==> src/rtl/cal_pkg.sv <==
package cal_pkg;
  localparam int SEC_W = 7;
  localparam int MIN_W = 7;
  localparam int HR_W  = 6;
  localparam int DAY_W = 6;
  localparam int MON_W = 5;
  localparam int YR_W  = 8;
  localparam int WD_W  = 3;
  localparam int NUM_TIME  = 8;
  localparam int NUM_ALARM = 7;
  localparam logic [23:0] WR_KEY = 24'hC45229;
  localparam int IDX_CTL = 15;
  localparam int IDX_IST = 16;
  localparam int IDX_RUN = 17;
  localparam int IDX_IEN = 18;
  localparam int BIT_RUN  = 0;
  localparam int BIT_SNAP = 6;
  localparam int BIT_SEL  = 7;
  localparam int BIT_PEND = 4;
  localparam int BIT_EN   = 7;

  typedef struct packed {
    logic [YR_W-1:0]  yh;
    logic [YR_W-1:0]  yl;
    logic [MON_W-1:0] mon;
    logic [DAY_W-1:0] day;
    logic [HR_W-1:0]  hr;
    logic [MIN_W-1:0] min;
    logic [SEC_W-1:0] sec;
  } cal_stamp_t;

  // next BCD value of a two-digit field
  function automatic logic [7:0] bcd_next(input logic [7:0] v);
    if (v[3:0] >= 4'd9) return {v[7:4] + 4'd1, 4'd0};
    else                return {v[7:4], v[3:0] + 4'd1};
  endfunction

  // 10*t + u is a multiple of 4 when 2*t[0] + u is
  function automatic logic bcd_div4(input logic [7:0] v);
    logic [4:0] s;
    s = {3'b000, v[4], 1'b0} + {1'b0, v[3:0]};
    return (s[1:0] == 2'b00);
  endfunction

  function automatic logic [DAY_W-1:0] month_last(input logic [MON_W-1:0] m,
                                                  input logic [YR_W-1:0] yl,
                                                  input logic [YR_W-1:0] yh);
    logic leap;
    leap = bcd_div4(yl) && ((yl != '0) || bcd_div4(yh));
    case (m)
      5'h02:                      return leap ? 6'h29 : 6'h28;
      5'h04, 5'h06, 5'h09, 5'h11: return 6'h30;
      default:                    return 6'h31;
    endcase
  endfunction
endpackage

==> src/rtl/cal_digit_cnt.sv <==
module cal_digit_cnt #(
  parameter int W = 7,
  parameter logic [W-1:0] FIRST = '0
) (
  input  logic         clk,
  input  logic         rst_n,
  input  logic         step,
  input  logic         load,
  input  logic [W-1:0] last,
  input  logic [W-1:0] load_val,
  output logic [W-1:0] q,
  output logic         wrap
);
  import cal_pkg::*;

  logic [W-1:0] q_nxt;
  logic [W-1:0] q_inc;

  assign wrap = step && (q >= last);

  always_comb begin
    q_inc = W'(bcd_next(8'(q)));
    q_nxt = q;
    if (load)      q_nxt = load_val;
    else if (wrap) q_nxt = FIRST;
    else if (step) q_nxt = q_inc;
  end

  always_ff @(posedge clk or negedge rst_n) begin
    if (!rst_n)            q <= FIRST;
    else if (load || step) q <= q_nxt;
  end
endmodule

==> src/rtl/cal_time_core.sv <==
module cal_time_core
  import cal_pkg::*;
(
  input  logic                clk,
  input  logic                rst_n,
  input  logic                step,
  input  logic [NUM_TIME-1:0] load,
  input  logic [7:0]          load_byte,
  output cal_stamp_t          now,
  output logic [WD_W-1:0]     wday
);
  logic w_sec, w_min, w_hr, w_day, w_mon, w_yl, w_yh, w_wd;
  logic unused_wraps;
  logic [DAY_W-1:0] day_last;

  assign day_last     = month_last(now.mon, now.yl, now.yh);
  assign unused_wraps = w_yh ^ w_wd;

  cal_digit_cnt #(.W(SEC_W), .FIRST('0)) u_sec (
    .clk, .rst_n, .step(step), .load(load[0]), .last(7'h59),
    .load_val(load_byte[SEC_W-1:0]), .q(now.sec), .wrap(w_sec));
  cal_digit_cnt #(.W(MIN_W), .FIRST('0)) u_min (
    .clk, .rst_n, .step(w_sec), .load(load[1]), .last(7'h59),
    .load_val(load_byte[MIN_W-1:0]), .q(now.min), .wrap(w_min));
  cal_digit_cnt #(.W(HR_W), .FIRST('0)) u_hr (
    .clk, .rst_n, .step(w_min), .load(load[2]), .last(6'h23),
    .load_val(load_byte[HR_W-1:0]), .q(now.hr), .wrap(w_hr));
  cal_digit_cnt #(.W(DAY_W), .FIRST(6'h01)) u_day (
    .clk, .rst_n, .step(w_hr), .load(load[3]), .last(day_last),
    .load_val(load_byte[DAY_W-1:0]), .q(now.day), .wrap(w_day));
  cal_digit_cnt #(.W(MON_W), .FIRST(5'h01)) u_mon (
    .clk, .rst_n, .step(w_day), .load(load[4]), .last(5'h12),
    .load_val(load_byte[MON_W-1:0]), .q(now.mon), .wrap(w_mon));
  cal_digit_cnt #(.W(YR_W), .FIRST('0)) u_yl (
    .clk, .rst_n, .step(w_mon), .load(load[5]), .last(8'h99),
    .load_val(load_byte[YR_W-1:0]), .q(now.yl), .wrap(w_yl));
  cal_digit_cnt #(.W(YR_W), .FIRST('0)) u_yh (
    .clk, .rst_n, .step(w_yl), .load(load[6]), .last(8'h99),
    .load_val(load_byte[YR_W-1:0]), .q(now.yh), .wrap(w_yh));
  cal_digit_cnt #(.W(WD_W), .FIRST('0)) u_wd (
    .clk, .rst_n, .step(w_hr), .load(load[7]), .last(3'd6),
    .load_val(load_byte[WD_W-1:0]), .q(wday), .wrap(w_wd));
endmodule

==> src/rtl/cal_alarm_unit.sv <==
module cal_alarm_unit
  import cal_pkg::*;
(
  input  logic                 clk,
  input  logic                 rst_n,
  input  logic [NUM_ALARM-1:0] load,
  input  logic [7:0]           load_byte,
  input  logic                 en_we,
  input  logic                 en_val,
  input  logic                 clr_pend,
  input  logic                 check,
  input  cal_stamp_t           now,
  output cal_stamp_t           alm,
  output logic                 armed,
  output logic                 pending
);
  cal_stamp_t alm_nxt;
  logic       armed_nxt;
  logic       pend_nxt;

  always_comb begin
    alm_nxt = alm;
    if (load[0]) alm_nxt.sec = load_byte[SEC_W-1:0];
    if (load[1]) alm_nxt.min = load_byte[MIN_W-1:0];
    if (load[2]) alm_nxt.hr  = load_byte[HR_W-1:0];
    if (load[3]) alm_nxt.day = load_byte[DAY_W-1:0];
    if (load[4]) alm_nxt.mon = load_byte[MON_W-1:0];
    if (load[5]) alm_nxt.yl  = load_byte[YR_W-1:0];
    if (load[6]) alm_nxt.yh  = load_byte[YR_W-1:0];
    armed_nxt = en_we ? en_val : armed;
    pend_nxt  = pending;
    if (check && (now == alm)) pend_nxt = 1'b1;
    else if (clr_pend)         pend_nxt = 1'b0;
  end

  always_ff @(posedge clk or negedge rst_n) begin
    if (!rst_n) begin
      alm     <= '0;
      armed   <= 1'b0;
      pending <= 1'b0;
    end else begin
      if (|load) alm   <= alm_nxt;
      if (en_we) armed <= armed_nxt;
      pending <= pend_nxt;
    end
  end
endmodule

==> src/rtl/bcd_calendar.sv <==
module bcd_calendar
  import cal_pkg::*;
#(
  parameter int AW = 8
) (
  input  logic          clk,
  input  logic          rst_n,
  input  logic          tick_1hz,
  input  logic          bus_wr,
  input  logic [AW-1:0] bus_addr,
  input  logic [31:0]   bus_wdata,
  output logic [31:0]   bus_rdata,
  output logic          irq
);
  localparam int IDX_W = AW - 2;

  logic rs_meta, rs_sync;
  always_ff @(posedge clk or negedge rst_n) begin
    if (!rst_n) {rs_sync, rs_meta} <= 2'b00;
    else        {rs_sync, rs_meta} <= {rs_meta, 1'b1};
  end

  logic [IDX_W-1:0] idx;
  logic             key_ok, wr_ok, ctl_we;
  logic             unused_addr_lsb;
  assign idx             = bus_addr[AW-1:2];
  assign unused_addr_lsb = ^bus_addr[1:0];
  assign key_ok          = (bus_wdata[31:8] == WR_KEY);
  assign wr_ok           = bus_wr && key_ok;
  assign ctl_we          = wr_ok && (int'(idx) == IDX_CTL);

  logic run_q, running_q, sel_q, tick_d, step;
  logic run_nxt, sel_nxt;
  cal_stamp_t now, shadow_q, shadow_nxt, alm;
  logic [WD_W-1:0] wday, shw_q, shw_nxt;
  logic armed, pending;
  logic [NUM_TIME-1:0]  t_load;
  logic [NUM_ALARM-1:0] a_load;

  assign step = tick_1hz && running_q;

  for (genvar i = 0; i < NUM_TIME; i++) begin : g_tload
    assign t_load[i] = wr_ok && !running_q && (int'(idx) == i);
  end
  for (genvar j = 0; j < NUM_ALARM; j++) begin : g_aload
    assign a_load[j] = wr_ok && (int'(idx) == NUM_TIME + j);
  end

  cal_time_core u_time (
    .clk, .rst_n(rs_sync), .step(step), .load(t_load),
    .load_byte(bus_wdata[7:0]), .now(now), .wday(wday));

  cal_alarm_unit u_alarm (
    .clk, .rst_n(rs_sync), .load(a_load), .load_byte(bus_wdata[7:0]),
    .en_we(wr_ok && (int'(idx) == IDX_IEN)), .en_val(bus_wdata[BIT_EN]),
    .clr_pend(wr_ok && (int'(idx) == IDX_IST) && bus_wdata[BIT_PEND]),
    .check(tick_d), .now(now), .alm(alm), .armed(armed), .pending(pending));

  always_comb begin
    run_nxt    = run_q;
    sel_nxt    = sel_q;
    shadow_nxt = shadow_q;
    shw_nxt    = shw_q;
    if (ctl_we) begin
      run_nxt = bus_wdata[BIT_RUN];
      sel_nxt = bus_wdata[BIT_SEL];
      if (bus_wdata[BIT_SNAP]) begin
        shadow_nxt = now;
        shw_nxt    = wday;
      end
    end
  end

  always_ff @(posedge clk or negedge rs_sync) begin
    if (!rs_sync) begin
      run_q     <= 1'b0;
      running_q <= 1'b0;
      sel_q     <= 1'b0;
      tick_d    <= 1'b0;
      shadow_q  <= '0;
      shw_q     <= '0;
    end else begin
      running_q <= run_q;
      tick_d    <= step;
      if (ctl_we) begin
        run_q    <= run_nxt;
        sel_q    <= sel_nxt;
        shadow_q <= shadow_nxt;
        shw_q    <= shw_nxt;
      end
    end
  end

  cal_stamp_t      view;
  logic [WD_W-1:0] view_wd;
  logic [7:0]      rbyte;

  always_comb begin
    view    = sel_q ? shadow_q : now;
    view_wd = sel_q ? shw_q : wday;
    rbyte   = '0;
    case (int'(idx))
      0:  rbyte = 8'(view.sec);
      1:  rbyte = 8'(view.min);
      2:  rbyte = 8'(view.hr);
      3:  rbyte = 8'(view.day);
      4:  rbyte = 8'(view.mon);
      5:  rbyte = view.yl;
      6:  rbyte = view.yh;
      7:  rbyte = 8'(view_wd);
      8:  rbyte = 8'(alm.sec);
      9:  rbyte = 8'(alm.min);
      10: rbyte = 8'(alm.hr);
      11: rbyte = 8'(alm.day);
      12: rbyte = 8'(alm.mon);
      13: rbyte = alm.yl;
      14: rbyte = alm.yh;
      IDX_CTL: begin rbyte[BIT_SEL] = sel_q; rbyte[BIT_RUN] = run_q; end
      IDX_IST: rbyte[BIT_PEND] = pending;
      IDX_RUN: rbyte[0]        = running_q;
      IDX_IEN: rbyte[BIT_EN]   = armed;
      default: rbyte = '0;
    endcase
  end

  assign bus_rdata = {24'b0, rbyte};
  assign irq       = pending && armed;
endmodule

==> config.mk <==
export PLATFORM = sky130hd
export DESIGN_NAME = bcd_calendar
export DESIGN_NICKNAME = d
export VERILOG_FILES = /design/src/rtl/cal_pkg.sv /design/src/rtl/cal_digit_cnt.sv /design/src/rtl/cal_time_core.sv /design/src/rtl/cal_alarm_unit.sv /design/src/rtl/bcd_calendar.sv
export SDC_FILE = /design/constraint.sdc
export NUM_CORES = 1
export LEC_CHECK = 0
export ABC_AREA = 0
export BUFFER_PORTS_ARGS = -buffer_cell sky130_fd_sc_hd__buf_2
export CAP_MARGIN = 20
export CORE_MARGIN = 2
export CORE_UTILIZATION = 50
export CTS_CLUSTER_SIZE = 25
export DETAILED_ROUTE_END_ITERATION = 8
export HOLD_SLACK_MARGIN = 0.03
export PLACE_DENSITY = 0.72
export SLEW_MARGIN = 10
export SYNTH_ARGS = -nofsm -noshare
export SYNTH_HDL_FRONTEND = slang
export SYNTH_SLANG_ARGS = --single-unit
==> constraint.sdc <==
create_clock -name clk -period 6.13 [get_ports clk]
set_input_delay 0.613 -clock clk [delete_from_list [all_inputs] [get_ports clk]]
set_output_delay 0.613 -clock clk [all_outputs]
set_load 0.03 [all_outputs]
* Word-level counts from Yosys, hierarchy flattened
Cells that the tools add are included. W data, S select, Z words.
Word-level totals: input bits 44, word-level logic and storage cells 245, bits in registers 155, output and inout port bits 33
Cells by class: muxes and demuxes 43, $add $sub $neg 17, eq/ne operators 42, magnitude comparators 16, reduce and logical (&&, ||, !) cells 89
Operator list (number):
- $eq A6 B4 Y1 const B | 12
- $eq A6 B5 Y1 const B | 11
- $mux W8 | 8
- $mux W7 | 8
- $mux W6 | 8
- $eq A47 B47 Y1 | 1
- $mux W47 | 1
- $pmux W3 S15 | 1
- $reduce_bool A3 Y1 | 15
- $add A4 B1 Y4 const B | 9
- $eq A6 B3 Y1 const B | 6
- $logic_and A1 B1 Y1 | 33
- $reduce_and A2 Y1 | 16
- $ge A4 B4 Y1 const B | 7
- $eq A24 B24 Y1 const B | 1
- $pmux W2 S12 | 1
- $reduce_and A3 Y1 | 7
- $mux W5 | 4
- $eq A6 B2 Y1 const B | 3
- $pmux W1 S17 | 1
- $ge A8 B8 Y1 const B | 2
- $mux W3 | 5
- $pmux W1 S15 | 1
- $ge A7 B7 Y1 const B | 2
- 26 further kinds | 44

* Depth between registers and ports, before layout
Gate-level depths: netlist of run 1.
depth after elaboration 13, gate-level depth with buffers 15, gate-level depth less buffers 14

* Hierarchy
Synthesis of run 1 repeated with hierarchy kept, for this count alone.
Unflattened totals: cells, all modules 1121, area, all modules 11048.1 um2
By module, submodules not included:
- bcd_calendar | area an instance 3811.2 um2, sequential area each 1401.3 um2, cells each 369, instances 1
- cal_alarm_unit | area an instance 2331.0 um2, sequential area each 1226.2 um2, cells each 174, instances 1
- cal_digit_cnt (u_time.u_yh ...) | area an instance 795.8 um2, sequential area each 200.2 um2, cells each 99, instances 2
- cal_digit_cnt (u_time.u_min ...) | area an instance 633.1 um2, sequential area each 175.2 um2, cells each 71, instances 2
- cal_digit_cnt (u_time.u_day) | area an instance 593.1 um2, sequential area each 151.4 um2, cells each 70, instances 1
- cal_digit_cnt (u_time.u_hr) | area an instance 576.8 um2, sequential area each 150.1 um2, cells each 64, instances 1
- cal_digit_cnt (u_time.u_mon) | area an instance 498.0 um2, sequential area each 126.4 um2, cells each 58, instances 1
- cal_digit_cnt (u_time.u_wd) | area an instance 269.0 um2, sequential area each 75.1 um2, cells each 30, instances 1
- cal_time_core | area an instance 111.4 um2, sequential area each 0.0 um2, cells each 16, instances 1

* Worst setup path before layout of run 1
OpenSTA, ideal clock, no wires.
path type flip-flop to flip-flop, from reg u_time.u_yl.q[0], to reg u_time.u_yh.q[1], path buffers 1, setup time 0.076 ns, required time 6.054 ns, arrival time 3.334 ns, path slack 2.719 ns, stages on the path, launching flop included 16, period minus slack after synthesis 3.411 ns, cell sequence dfrtp_1 -> inv_1 -> ha_1 -> nand4bb_1 -> a2111oi_0 -> o41ai_1 -> a21oi_1 -> a31oi_1 -> ha_1 -> or4b_1 -> a211o_2 -> nand4_4 -> or2_1 -> buf_2 -> mux2_1 -> o21ai_1
On the way: longest elaborated chain between the ends 12, elaborated cells on any way between the ends 18, those cells by class 1 x add/sub; 2 x order compare; 4 x mux; 11 x reduce/logical
RTL lines:
- from (decl) | line cal_digit_cnt.sv:11 | output logic [W-1:0] q,
- from (signal assigned) | line cal_digit_cnt.sv:31 | else if (load || step) q <= q_nxt;
- $add A2 B2 Y2 or $reduce_bool A8 Y1 (tied branches) | line cal_pkg.sv:41, cal_pkg.sv:49
- $logic_not A2 Y1 or $logic_or A1 B1 Y1 (tied branches) | line cal_pkg.sv:42, cal_pkg.sv:49
- $logic_and A1 B1 Y1 | line cal_pkg.sv:49 | leap = bcd_div4(yl) && ((yl != '0) || bcd_div4(yh));
- $mux W1 | line cal_pkg.sv:51 | 5'h02: return leap ? 6'h29 : 6'h28;
- $pmux W6 S2 | line cal_pkg.sv:50 | case (m)
- $ge A6 B6 Y1 | line cal_digit_cnt.sv:19 | assign wrap = step && (q >= last);
- $logic_and A1 B1 Y1 (2 in a row) | line cal_digit_cnt.sv:19
- $logic_and A1 B1 Y1 * | line cal_digit_cnt.sv:19
- $logic_and A1 B1 Y1 | line cal_digit_cnt.sv:19
- $reduce_bool A3 Y1 (no source line) or $mux W8 (tied branches)
- $reduce_and A2 Y1 (no source line) or $mux W8 (tied branches)
- to (signal assigned) | line cal_digit_cnt.sv:31
- to (decl) | line cal_digit_cnt.sv:11
Every way passes the cells marked *; elsewhere a longest branch is shown, timed or not. A chain may end at the register's enable or synchronous reset.

* Worst setup path after layout of run 1
from reg u_time.u_yl.q[4], to reg u_time.u_yh.q[1]
Same word-level chain as after synthesis.

==> results of run 1 <==
per-stage QoR:
| step | cells | setup slack, ns |
|---|---|---|
| 3_3_place_gp | 1251 | 1.86 |
| 2_1_floorplan | 1015 | 1.49 |
| 4_1_cts | 1284 | 1.80 |
| 6_report | 1284 | 1.73 |
| 3_5_place_dp | 1251 | 1.81 |
| 5_1_grt | 1284 | 1.58 |
area by class of cell:
cell class              instances  area (sq um)  share of cell area, %
clock inverters                14           206                   1.89
well taps                     265           332                   3.04
inverters                      36           135                   1.24
clock buffers                  18           439                   4.03
repair buffers                 58           313                   2.87
multi-input cells             738          5590                   51.3
flip-flops and latches        155          3890                   35.7
final timing paths:
kind / to / slack, ns / startpoint
setup / recovery: u_time.u_yh.q[1] / 1.73 / u_time.u_yl.q[4]
hold / removal: u_time.u_min.q[0] / 0.29 / rs_sync
setup reg to reg: u_time.u_yh.q[1] / 1.73 / u_time.u_yl.q[4]
hold reg to reg: u_time.u_min.q[0] / 0.29 / rs_sync
max in group asynchronous: u_time.u_yh.q[3] / 4.58 / rs_sync
min in group clk: rs_sync / 0.35 / rs_meta
power breakdown:
group / total (mW) / switching, mW / internal (mW)
sequential: 1.03 / 0.00465 / 1.02
clock: 1.17 / 0.473 / 0.702
combinational: 0.0960 / 0.0786 / 0.0174
kinds of logic (layout without fill, tap and decap cells):
family                   count (synthesis)  in the layout  synth area share (%)
AO/OA/AOI/OAI                          212            212                  14.5
XOR/XNOR                                50             50                  4.36
adder cells (fa/ha/maj)                 38             38                  4.74
buffers and inverters                  122            126                  6.57
flip-flops                             155            155                  38.7
multiplexers                           141            141                  15.4
other                                    2             25                0.0748
AND/OR/NAND/NOR                        272            272                  15.7
cells in the mapped netlist (22+ instances only):
cell type	count	share of area, %
dfrtp_1	153	38
nand2_1	71	2.7
mux2_2	58	6.5
nor2_1	57	2.1
mux2_1	50	5.6
o21ai_0	46	2.3
a21oi_1	40	2.0
ha_1	38	4.7
xor2_1	37	3.2
inv_1	35	1.3
mux2i_1	33	3.3
buf_4	28	2.1
nand3_1	24	1.2
buf_2	22	1.1
clkbuf_1	22	0.82
routing by layer:
layer	global-route usage [%]	vias up	part of all wire, %
met5	0	-	0
met4	12.9	0	3.9
met3	5.86	83	9.5
met2	44.4	455	45
met1	41.1	4043	42
li1	-	3606	-
registers in the layout, indices dropped and copies added, names as in the netlist:
| signal | cells |
|---|---|
| shadow_q | 47 |
| u_alarm.alm | 47 |
| u_time.u_yh.q | 8 |
| u_time.u_yl.q | 8 |
| u_time.u_min.q | 7 |
| u_time.u_sec.q | 7 |
| u_time.u_day.q | 6 |
| u_time.u_hr.q | 6 |
| u_time.u_mon.q | 5 |
| shw_q | 3 |
| u_time.u_wd.q | 3 |
| rs_meta | 1 |
| rs_sync | 1 |
| run_q | 1 |
| running_q | 1 |
| sel_q | 1 |
| tick_d | 1 |
| u_alarm.armed | 1 |
| u_alarm.pending | 1 |
worst max-delay path, delay by kind of cell, from the launching register on:
family / cells / cell delay [ns]
AOI/OAI and AO/OA: 6 / 1.73
and+or+nand+nor: 4 / 1.07
DFF: 1 / 0.53
adders and majority gates: 2 / 0.48
muxes: 1 / 0.35
buffers and inverters: 1 / 0.15
==> flow_summary.html, run 1 <==
<table>
<tr><th>Metric</th><th>Value</th></tr>
<tr><th colspan="2">Route</th></tr>
<tr><td>Final routed DRC violation total</td><td>0</td></tr>
<tr><td>Total number of vias</td><td>~8200</td></tr>
<tr><td>Violation count after the first detailed-route iteration</td><td>~840</td></tr>
<tr><td>Routed WL per cell</td><td>~24 microns</td></tr>
<tr><td>Post-route ant nets</td><td>0</td></tr>
<tr><td>Drt pass-1 iters</td><td>5</td></tr>
<tr><td>Post-detailed-routing wire length</td><td>31.1 mm</td></tr>
<tr><td>Vias per cell</td><td>around 6.4</td></tr>
<tr><th colspan="2">Global routing</th></tr>
<tr><td>First-pass GRT wire length</td><td>46.8 mm</td></tr>
<tr><td>Pin count of the biggest net entering global routing</td><td>68</td></tr>
<tr><td>All-Layer GR Usage</td><td>roughly 29%</td></tr>
<tr><td>Number of antenna violations at the first check in global routing</td><td>0</td></tr>
<tr><td>Vias in the first global route</td><td>about 7600</td></tr>
<tr><td>Total global routing overflow</td><td>0</td></tr>
<tr><th colspan="2">STA</th></tr>
<tr><td>Achievable clock frequency</td><td>~230 MHz</td></tr>
<tr><td>Fin. max-slew vios</td><td>0</td></tr>
<tr><td>Setup Skew</td><td>approximately 0.010 ns</td></tr>
<tr><td>Final count of hold timing violations</td><td>0</td></tr>
<tr><td>Setup repair after global routing missed its margin</td><td>false</td></tr>
<tr><td>Final worst-path cycle share</td><td>71.8%</td></tr>
<tr><td>Max transition margin</td><td>36.8%</td></tr>
<tr><td>Total Negative Setup Slacks</td><td>0 ns</td></tr>
<tr><td>Post-route minimum period</td><td>approximately 4.4 ns</td></tr>
<tr><td>Count of final setup violators</td><td>0</td></tr>
<tr><td>Tightest hold margin</td><td>~0.29 ns</td></tr>
<tr><td>Transition time at the pin with the least slew margin</td><td>0.948 ns</td></tr>
<tr><th colspan="2">Clock network</th></tr>
<tr><td>Num Clock Sinks</td><td>155</td></tr>
<tr><td>CTS Hold Bufs</td><td>1</td></tr>
<tr><td>Number of buffers added by the clock tree synthesis step</td><td>17</td></tr>
<tr><td>Setup repair bufs after CTS</td><td>0</td></tr>
<tr><td>H-Tree Level Count</td><td>4</td></tr>
<tr><td>Clock tree from TritonCTS</td><td>yes</td></tr>
<tr><td>Clk root buf</td><td>clkbuf_16</td></tr>
<tr><td>CTS Buffer Depth</td><td>2</td></tr>
<tr><td>Clock transition at the registers of the reported paths</td><td>0.07 ns</td></tr>
<tr><td>Clock latency at the later pin of the worst-skew pair</td><td>0.45 ns</td></tr>
<tr><td>Count of instances resized after the clock tree is built</td><td>0</td></tr>
<tr><th colspan="2">Setup path</th></tr>
<tr><td>CP Data Required Time</td><td>6.51 ns</td></tr>
<tr><td>Cell repeated most along the worst path</td><td>ha_1</td></tr>
<tr><td>Worst path max stage delay</td><td>approximately 0.70 ns</td></tr>
<tr><td>Slowest-stage cell, CP</td><td>o41ai_1</td></tr>
<tr><td>Ordered list of cells on the worst path</td><td>inv_1 -&gt; ha_1 -&gt; nand4bb_1 -&gt; a2111oi_0 -&gt; o41ai_1 -&gt; a21oi_1 -&gt; a31oi_1 -&gt; ha_1 -&gt; or4b_1 -&gt; a211o_2 -&gt; nand4_4 -&gt; or2_1 -&gt; mux2_1 -&gt; o21ai_1</td></tr>
<tr><td>Number of cells on the worst reg-to-reg path</td><td>14</td></tr>
<tr><td>Largest fanout of any net on the critical path</td><td>8</td></tr>
<tr><td>Kind of start point of the critical path</td><td>register</td></tr>
<tr><td>Data arrival at the endpoint of the critical path</td><td>4.78 ns</td></tr>
<tr><td>Crit Path Category</td><td>register to register</td></tr>
<tr><td>Endpoint class of the critical path</td><td>register</td></tr>
<tr><th colspan="2">Status</th></tr>
<tr><td>Result of the run</td><td>complete, no violations</td></tr>
<tr><th colspan="2">Cells and area</th></tr>
<tr><td>Fill cell count</td><td>roughly 1700</td></tr>
<tr><td>Commonest non-fill, non-tap cell in the layout</td><td>dfrtp_1</td></tr>
<tr><td>Area growth syn-to-layout</td><td>8.54%</td></tr>
<tr><td>Final antenna diode count</td><td>0</td></tr>
<tr><td>Nets</td><td>about 1100</td></tr>
<tr><td>Layout Utilization</td><td>55.6%</td></tr>
<tr><td>Proportion of layout cells with a drive suffix above 1</td><td>a little under a fifth</td></tr>
<tr><td>Final design area excluding fillers</td><td>~11000 sq um</td></tr>
<tr><td>Top library cells by usage in the layout, fill and taps aside</td><td>151 x dfrtp_1, 71 x nand2_1, 58 x mux2_2</td></tr>
<tr><th colspan="2">Synthesis</th></tr>
<tr><td>Fraction of registers with async set/reset</td><td>100%</td></tr>
<tr><td>Post-synthesis sequential area ratio</td><td>38.7%</td></tr>
<tr><td>Avg Inst Size Synth</td><td>10.1 sq um</td></tr>
<tr><td>Count of unique library cells instantiated by Yosys</td><td>93</td></tr>
<tr><td>Gate Count Post-Synth</td><td>992</td></tr>
<tr><td>Netlist Area Pre-Place</td><td>around 10000 sq um</td></tr>
<tr><td>Synthesis Warnings</td><td>0</td></tr>
<tr><td>Post-synth EDFFs</td><td>0</td></tr>
<tr><td>Most used flip-flop cell after synthesis</td><td>dfrtp_1</td></tr>
<tr><td>Register bit total from synthesis</td><td>between 150 and 200</td></tr>
<tr><th colspan="2">Floorplan</th></tr>
<tr><td>Width of the die</td><td>about 150 microns</td></tr>
<tr><td>Area of the die</td><td>approximately 21000 sq um</td></tr>
<tr><td>Height of the die</td><td>~150 microns</td></tr>
<tr><td>Total core area</td><td>~20000 sq um</td></tr>
<tr><td>Initial core utilization</td><td>51.3%</td></tr>
<tr><td>I/O Pins</td><td>77</td></tr>
<tr><td>Floorplan row count</td><td>51</td></tr>
<tr><th colspan="2">Flow run</th></tr>
<tr><td>Max-capacitance violation count</td><td>0</td></tr>
<tr><th colspan="2">Worst hold path</th></tr>
<tr><td>Type of the tightest min-delay check</td><td>register to asynchronous set/reset pin</td></tr>
<tr><th colspan="2">Placed design</th></tr>
<tr><td>Quantity of I/O buffers inserted on ports</td><td>50</td></tr>
<tr><td>Total placed instance area</td><td>roughly 10000 sq um</td></tr>
<tr><td>Half-perimeter wire length after placement</td><td>between 20 and 25 mm</td></tr>
<tr><td>Final weighted congestion of routability-driven global placement</td><td>1.01</td></tr>
<tr><th colspan="2">Pwr</th></tr>
<tr><td>Post-route total power</td><td>about 2.3 mW</td></tr>
<tr><td>Worst supply voltage drop on vdd</td><td>about 200 uV</td></tr>
<tr><td>PwrDens</td><td>211 nW/um^2</td></tr>
<tr><td>Leakage</td><td>a little over 5 nW</td></tr>
</table>
No activity file was read; power rests on OpenSTA's default activity.
==> run 2, diff against run 1 <==
==> constraint.sdc (replaced) <==
create_clock -name clk -period 4.4 [get_ports clk]
set_input_delay 0.44 -clock clk [delete_from_list [all_inputs] [get_ports clk]]
set_output_delay 0.44 -clock clk [all_outputs]
set_load 0.03 [all_outputs]
==> flow_summary.html, run 2 (same netlist as run 1, synthesis figures left out) <==
<table>
<tr><th>Metric</th><th>Value</th></tr>
<tr><th colspan="2">Cells and area</th></tr>
<tr><td>Commonest non-fill, non-tap cell in the layout</td><td>dfrtp_1</td></tr>
<tr><td>Largest registers</td><td>shadow_q x47, u_alarm.alm x47</td></tr>
<tr><td>Layout Cells excl Fill</td><td>1297 (+1.0%)</td></tr>
<tr><td>Final antenna diode count</td><td>0 (unchanged)</td></tr>
<tr><td>Nets</td><td>1101 (+1.2%)</td></tr>
<tr><td>Combined flip-flop and latch cell area</td><td>3890 sq um (unchanged)</td></tr>
<tr><td>Top library cells by usage in the layout, fill and taps aside</td><td>151 x dfrtp_1, 71 x nand2_1, 58 x mux2_2</td></tr>
<tr><td>Proportion of layout cells with a drive suffix above 1</td><td>19.7% (+0.93 points)</td></tr>
<tr><td>Area growth syn-to-layout</td><td>8.97%</td></tr>
<tr><td>Layout Utilization</td><td>55.9% (+0.22 points)</td></tr>
<tr><td>Fill cell count</td><td>1723 (+0.058%)</td></tr>
<tr><td>Multi-input gate area</td><td>5590 sq um (+0.11%)</td></tr>
<tr><th colspan="2">STA</th></tr>
<tr><td>Post-route minimum period</td><td>4.14 ns (-0.256 ns)</td></tr>
<tr><td>Total Negative Setup Slacks</td><td>0 ns (unchanged)</td></tr>
<tr><td>Post-route worst setup slack</td><td>0.255 ns (-1.47 ns)</td></tr>
<tr><td>Setup repair after global routing missed its margin</td><td>false</td></tr>
<tr><td>Transition time at the pin with the least slew margin</td><td>1.03 ns (+0.0786 ns)</td></tr>
<tr><td>Fin. max-slew vios</td><td>0 (unchanged)</td></tr>
<tr><td>Count of final setup violators</td><td>0 (unchanged)</td></tr>
<tr><td>Tightest hold margin</td><td>0.192 ns (-0.0969 ns)</td></tr>
<tr><td>Final count of hold timing violations</td><td>0 (unchanged)</td></tr>
<tr><td>Final worst-path cycle share</td><td>94.2% (+22 points)</td></tr>
<tr><td>Achievable clock frequency</td><td>241 MHz (+6.2%)</td></tr>
<tr><td>Max transition margin</td><td>31.6% (-5.2 points)</td></tr>
<tr><td>Setup Skew</td><td>0.0109 ns (+0.000853 ns)</td></tr>
<tr><th colspan="2">Pwr</th></tr>
<tr><td>Combinational fraction of design power</td><td>4.4% (+0.2 points)</td></tr>
<tr><td>Net Switching</td><td>768 uW (+38%)</td></tr>
<tr><td>Sequential group share of total power</td><td>46.5% (+1.8 points)</td></tr>
<tr><td>Clock network fraction of total power</td><td>49.1% (-2.0 points)</td></tr>
<tr><td>Internal power</td><td>2.31 mW (+32%)</td></tr>
<tr><td>Worst supply voltage drop on vdd</td><td>275 uV (+40%)</td></tr>
<tr><td>PwrDens</td><td>281 nW/um^2 (+33%)</td></tr>
<tr><td>Leakage</td><td>5.15 nW (+0.53%)</td></tr>
<tr><td>Fraction of power spent switching nets</td><td>25.0% (+0.78 points)</td></tr>
<tr><th colspan="2">Floorplan</th></tr>
<tr><td>Height of the die</td><td>146 microns (unchanged)</td></tr>
<tr><td>I/O Pins</td><td>77 (unchanged)</td></tr>
<tr><td>Floorplan row count</td><td>51 (unchanged)</td></tr>
<tr><td>Initial core utilization</td><td>51.3% (unchanged)</td></tr>
<tr><td>Width of the die</td><td>146 microns (unchanged)</td></tr>
<tr><td>Area of the die</td><td>21200 sq um (unchanged)</td></tr>
<tr><td>Total core area</td><td>19600 sq um (unchanged)</td></tr>
<tr><th colspan="2">Route</th></tr>
<tr><td>Post-detailed-routing wire length</td><td>30.9 mm (-0.74%)</td></tr>
<tr><td>Violation count after the first detailed-route iteration</td><td>958 (+14%)</td></tr>
<tr><td>Drt pass-1 iters</td><td>6 (+1)</td></tr>
<tr><td>Post-route ant nets</td><td>0 (unchanged)</td></tr>
<tr><td>Final routed DRC violation total</td><td>0 (unchanged)</td></tr>
<tr><td>Total number of vias</td><td>8245 (+0.71%)</td></tr>
<tr><td>Vias per cell</td><td>6.36 (-0.30%)</td></tr>
<tr><td>Routed WL per cell</td><td>23.8 microns (-1.7%)</td></tr>
<tr><th colspan="2">Clock network</th></tr>
<tr><td>Clock tree from TritonCTS</td><td>yes</td></tr>
<tr><td>CTS Buffer Depth</td><td>2 (unchanged)</td></tr>
<tr><td>Clock latency at the later pin of the worst-skew pair</td><td>0.45 ns (about the same)</td></tr>
<tr><td>Num Clock Sinks</td><td>155 (unchanged)</td></tr>
<tr><td>Clock transition at the registers of the reported paths</td><td>0.06 ns (about the same)</td></tr>
<tr><td>H-Tree Level Count</td><td>4 (unchanged)</td></tr>
<tr><td>Number of buffers added by the clock tree synthesis step</td><td>17 (unchanged)</td></tr>
<tr><td>Clk root buf</td><td>clkbuf_16</td></tr>
<tr><th colspan="2">Placed design</th></tr>
<tr><td>Half-perimeter wire length after placement</td><td>22.0 mm (about the same)</td></tr>
<tr><td>Final weighted congestion of routability-driven global placement</td><td>1.08 (+6.5%)</td></tr>
<tr><td>Quantity of I/O buffers inserted on ports</td><td>50 (unchanged)</td></tr>
<tr><td>Worst setup slack before clock tree synthesis</td><td>0.0204 ns (-1.79 ns)</td></tr>
<tr><td>Number of placed instances, taps included</td><td>1264 (+1.0%)</td></tr>
<tr><th colspan="2">Global routing</th></tr>
<tr><td>First-pass GRT wire length</td><td>46.7 mm (-0.16%)</td></tr>
<tr><td>All-Layer GR Usage</td><td>29.2% (-0.24 points)</td></tr>
<tr><td>Number of antenna violations at the first check in global routing</td><td>1 (+1)</td></tr>
<tr><td>Pin count of the biggest net entering global routing</td><td>78 (+15%)</td></tr>
<tr><td>Total global routing overflow</td><td>0 (unchanged)</td></tr>
<tr><td>Vias in the first global route</td><td>7695 (+1.2%)</td></tr>
<tr><th colspan="2">Setup path</th></tr>
<tr><td>Kind of start point of the critical path</td><td>register</td></tr>
<tr><td>Endpoint class of the critical path</td><td>register</td></tr>
<tr><td>Data arrival at the endpoint of the critical path</td><td>4.51 ns (-0.27 ns)</td></tr>
<tr><td>Crit Path Category</td><td>register to register</td></tr>
<tr><td>CP Data Required Time</td><td>4.77 ns (-1.74 ns)</td></tr>
<tr><td>Largest fanout of any net on the critical path</td><td>8 (unchanged)</td></tr>
<tr><th colspan="2">Flow run</th></tr>
<tr><td>Max-capacitance violation count</td><td>0 (unchanged)</td></tr>
<tr><th colspan="2">Worst hold path</th></tr>
<tr><td>Type of the tightest min-delay check</td><td>register to asynchronous set/reset pin</td></tr>
<tr><th colspan="2">Status</th></tr>
<tr><td>Result of the run</td><td>complete, no violations</td></tr>
</table>
==> run 2: cell count changes in the layout (fill, tap and decap cells not counted) <==
cell and change:
clkbuf_1 +2, a2111oi_0 -1, buf_4 +13, inv_8 -2, bufinv_16 -2, clkinvlp_4 +2, a2111oi_2 +1
==> run 2: routing by layer <==
layer / global-route usage, % / up-vias / wire (microns)
met5: 0 / - / 0
met3: 8.24 / 85 / 3270
met2: 43.0 / 476 / 13500
met1: 40.1 / 4050 / 12600
li1: - / 3634 / -
met4: 12.7 / 0 / 1410
==> run 2: final cells by class <==
cell class | count | share of cell area (%)
Clock buffer | 20 | 4.08
Clock inverter | 12 | 1.27
Inverter | 36 | 1.24
Multi-Input combinational cell | 738 | 51.1
Sequential cell | 155 | 35.5
Tap cell | 265 | 3.03
Timing Repair Buffer | 71 | 3.75
==> run 2: what timing repair did <==
| action | CTS | global route |
|---|---|---|
| endpoints found under the setup margin | 0 | 26 |
| hold endpoints to repair | 2 | 0 |
| resized for setup | 0 | 2 |
| hold buffers | 1 | 0 |
| buffers inserted | 0 | 0 |
==> run 2: metrics by stage <==
| stage | total power [mW] | cell area, sq um |
|---|---|---|
| final | 3.07 | 10900 |
| after global routing | 3.15 | 10900 |
| after CTS | 3.08 | 10900 |
| after detailed placement | 1.59 | 10300 |
| after global placement | 1.59 | 10300 |
| after floorplan | 1.55 | 10100 |
==> run 2: worst max-delay path, cell delays in order, from the launching register on <==
cell and delay, ns:
dfrtp_1 0.46, inv_1 0.13, ha_1 0.19, nand4bb_1 0.14, a2111oi_2 0.60, o41ai_1 0.13
buf_4 0.15, a21oi_1 0.13, a31oi_1 0.07, ha_1 0.29, or4b_1 0.52, a211o_2 0.47
nand4_4 0.19, or2_1 0.14, mux2_1 0.32, o21ai_1 0.11
==> run 2: final timing paths <==
path / start / endpoint / slack, ns / cells after the start
setup reg to reg: u_time.u_yl.q[1] / u_time.u_yh.q[1] / 0.26 / 15
setup / recovery: u_time.u_yl.q[1] / u_time.u_yh.q[1] / 0.26 / 15
hold / removal: rs_sync / u_time.u_hr.q[0] / 0.19 / 0
hold reg to reg: rs_sync / u_time.u_hr.q[0] / 0.19 / 0
max in group asynchronous: rs_sync / sel_q / 2.84 / 1
min in group clk: bus_wdata[7] / u_time.u_yh.q[7] / 0.34 / 3
==> run 2: power groups by stage <==
stage / combinational, mW / sequential [mW] / clock (mW)
6_report: 0.135 / 1.43 / 1.51
5_1_grt: 0.144 / 1.43 / 1.57
4_1_cts: 0.135 / 1.43 / 1.52
3_5_place_dp: 0.134 / 1.46 / 0
3_3_place_gp: 0.133 / 1.46 / 0
2_1_floorplan: 0.0800 / 1.47 / 0
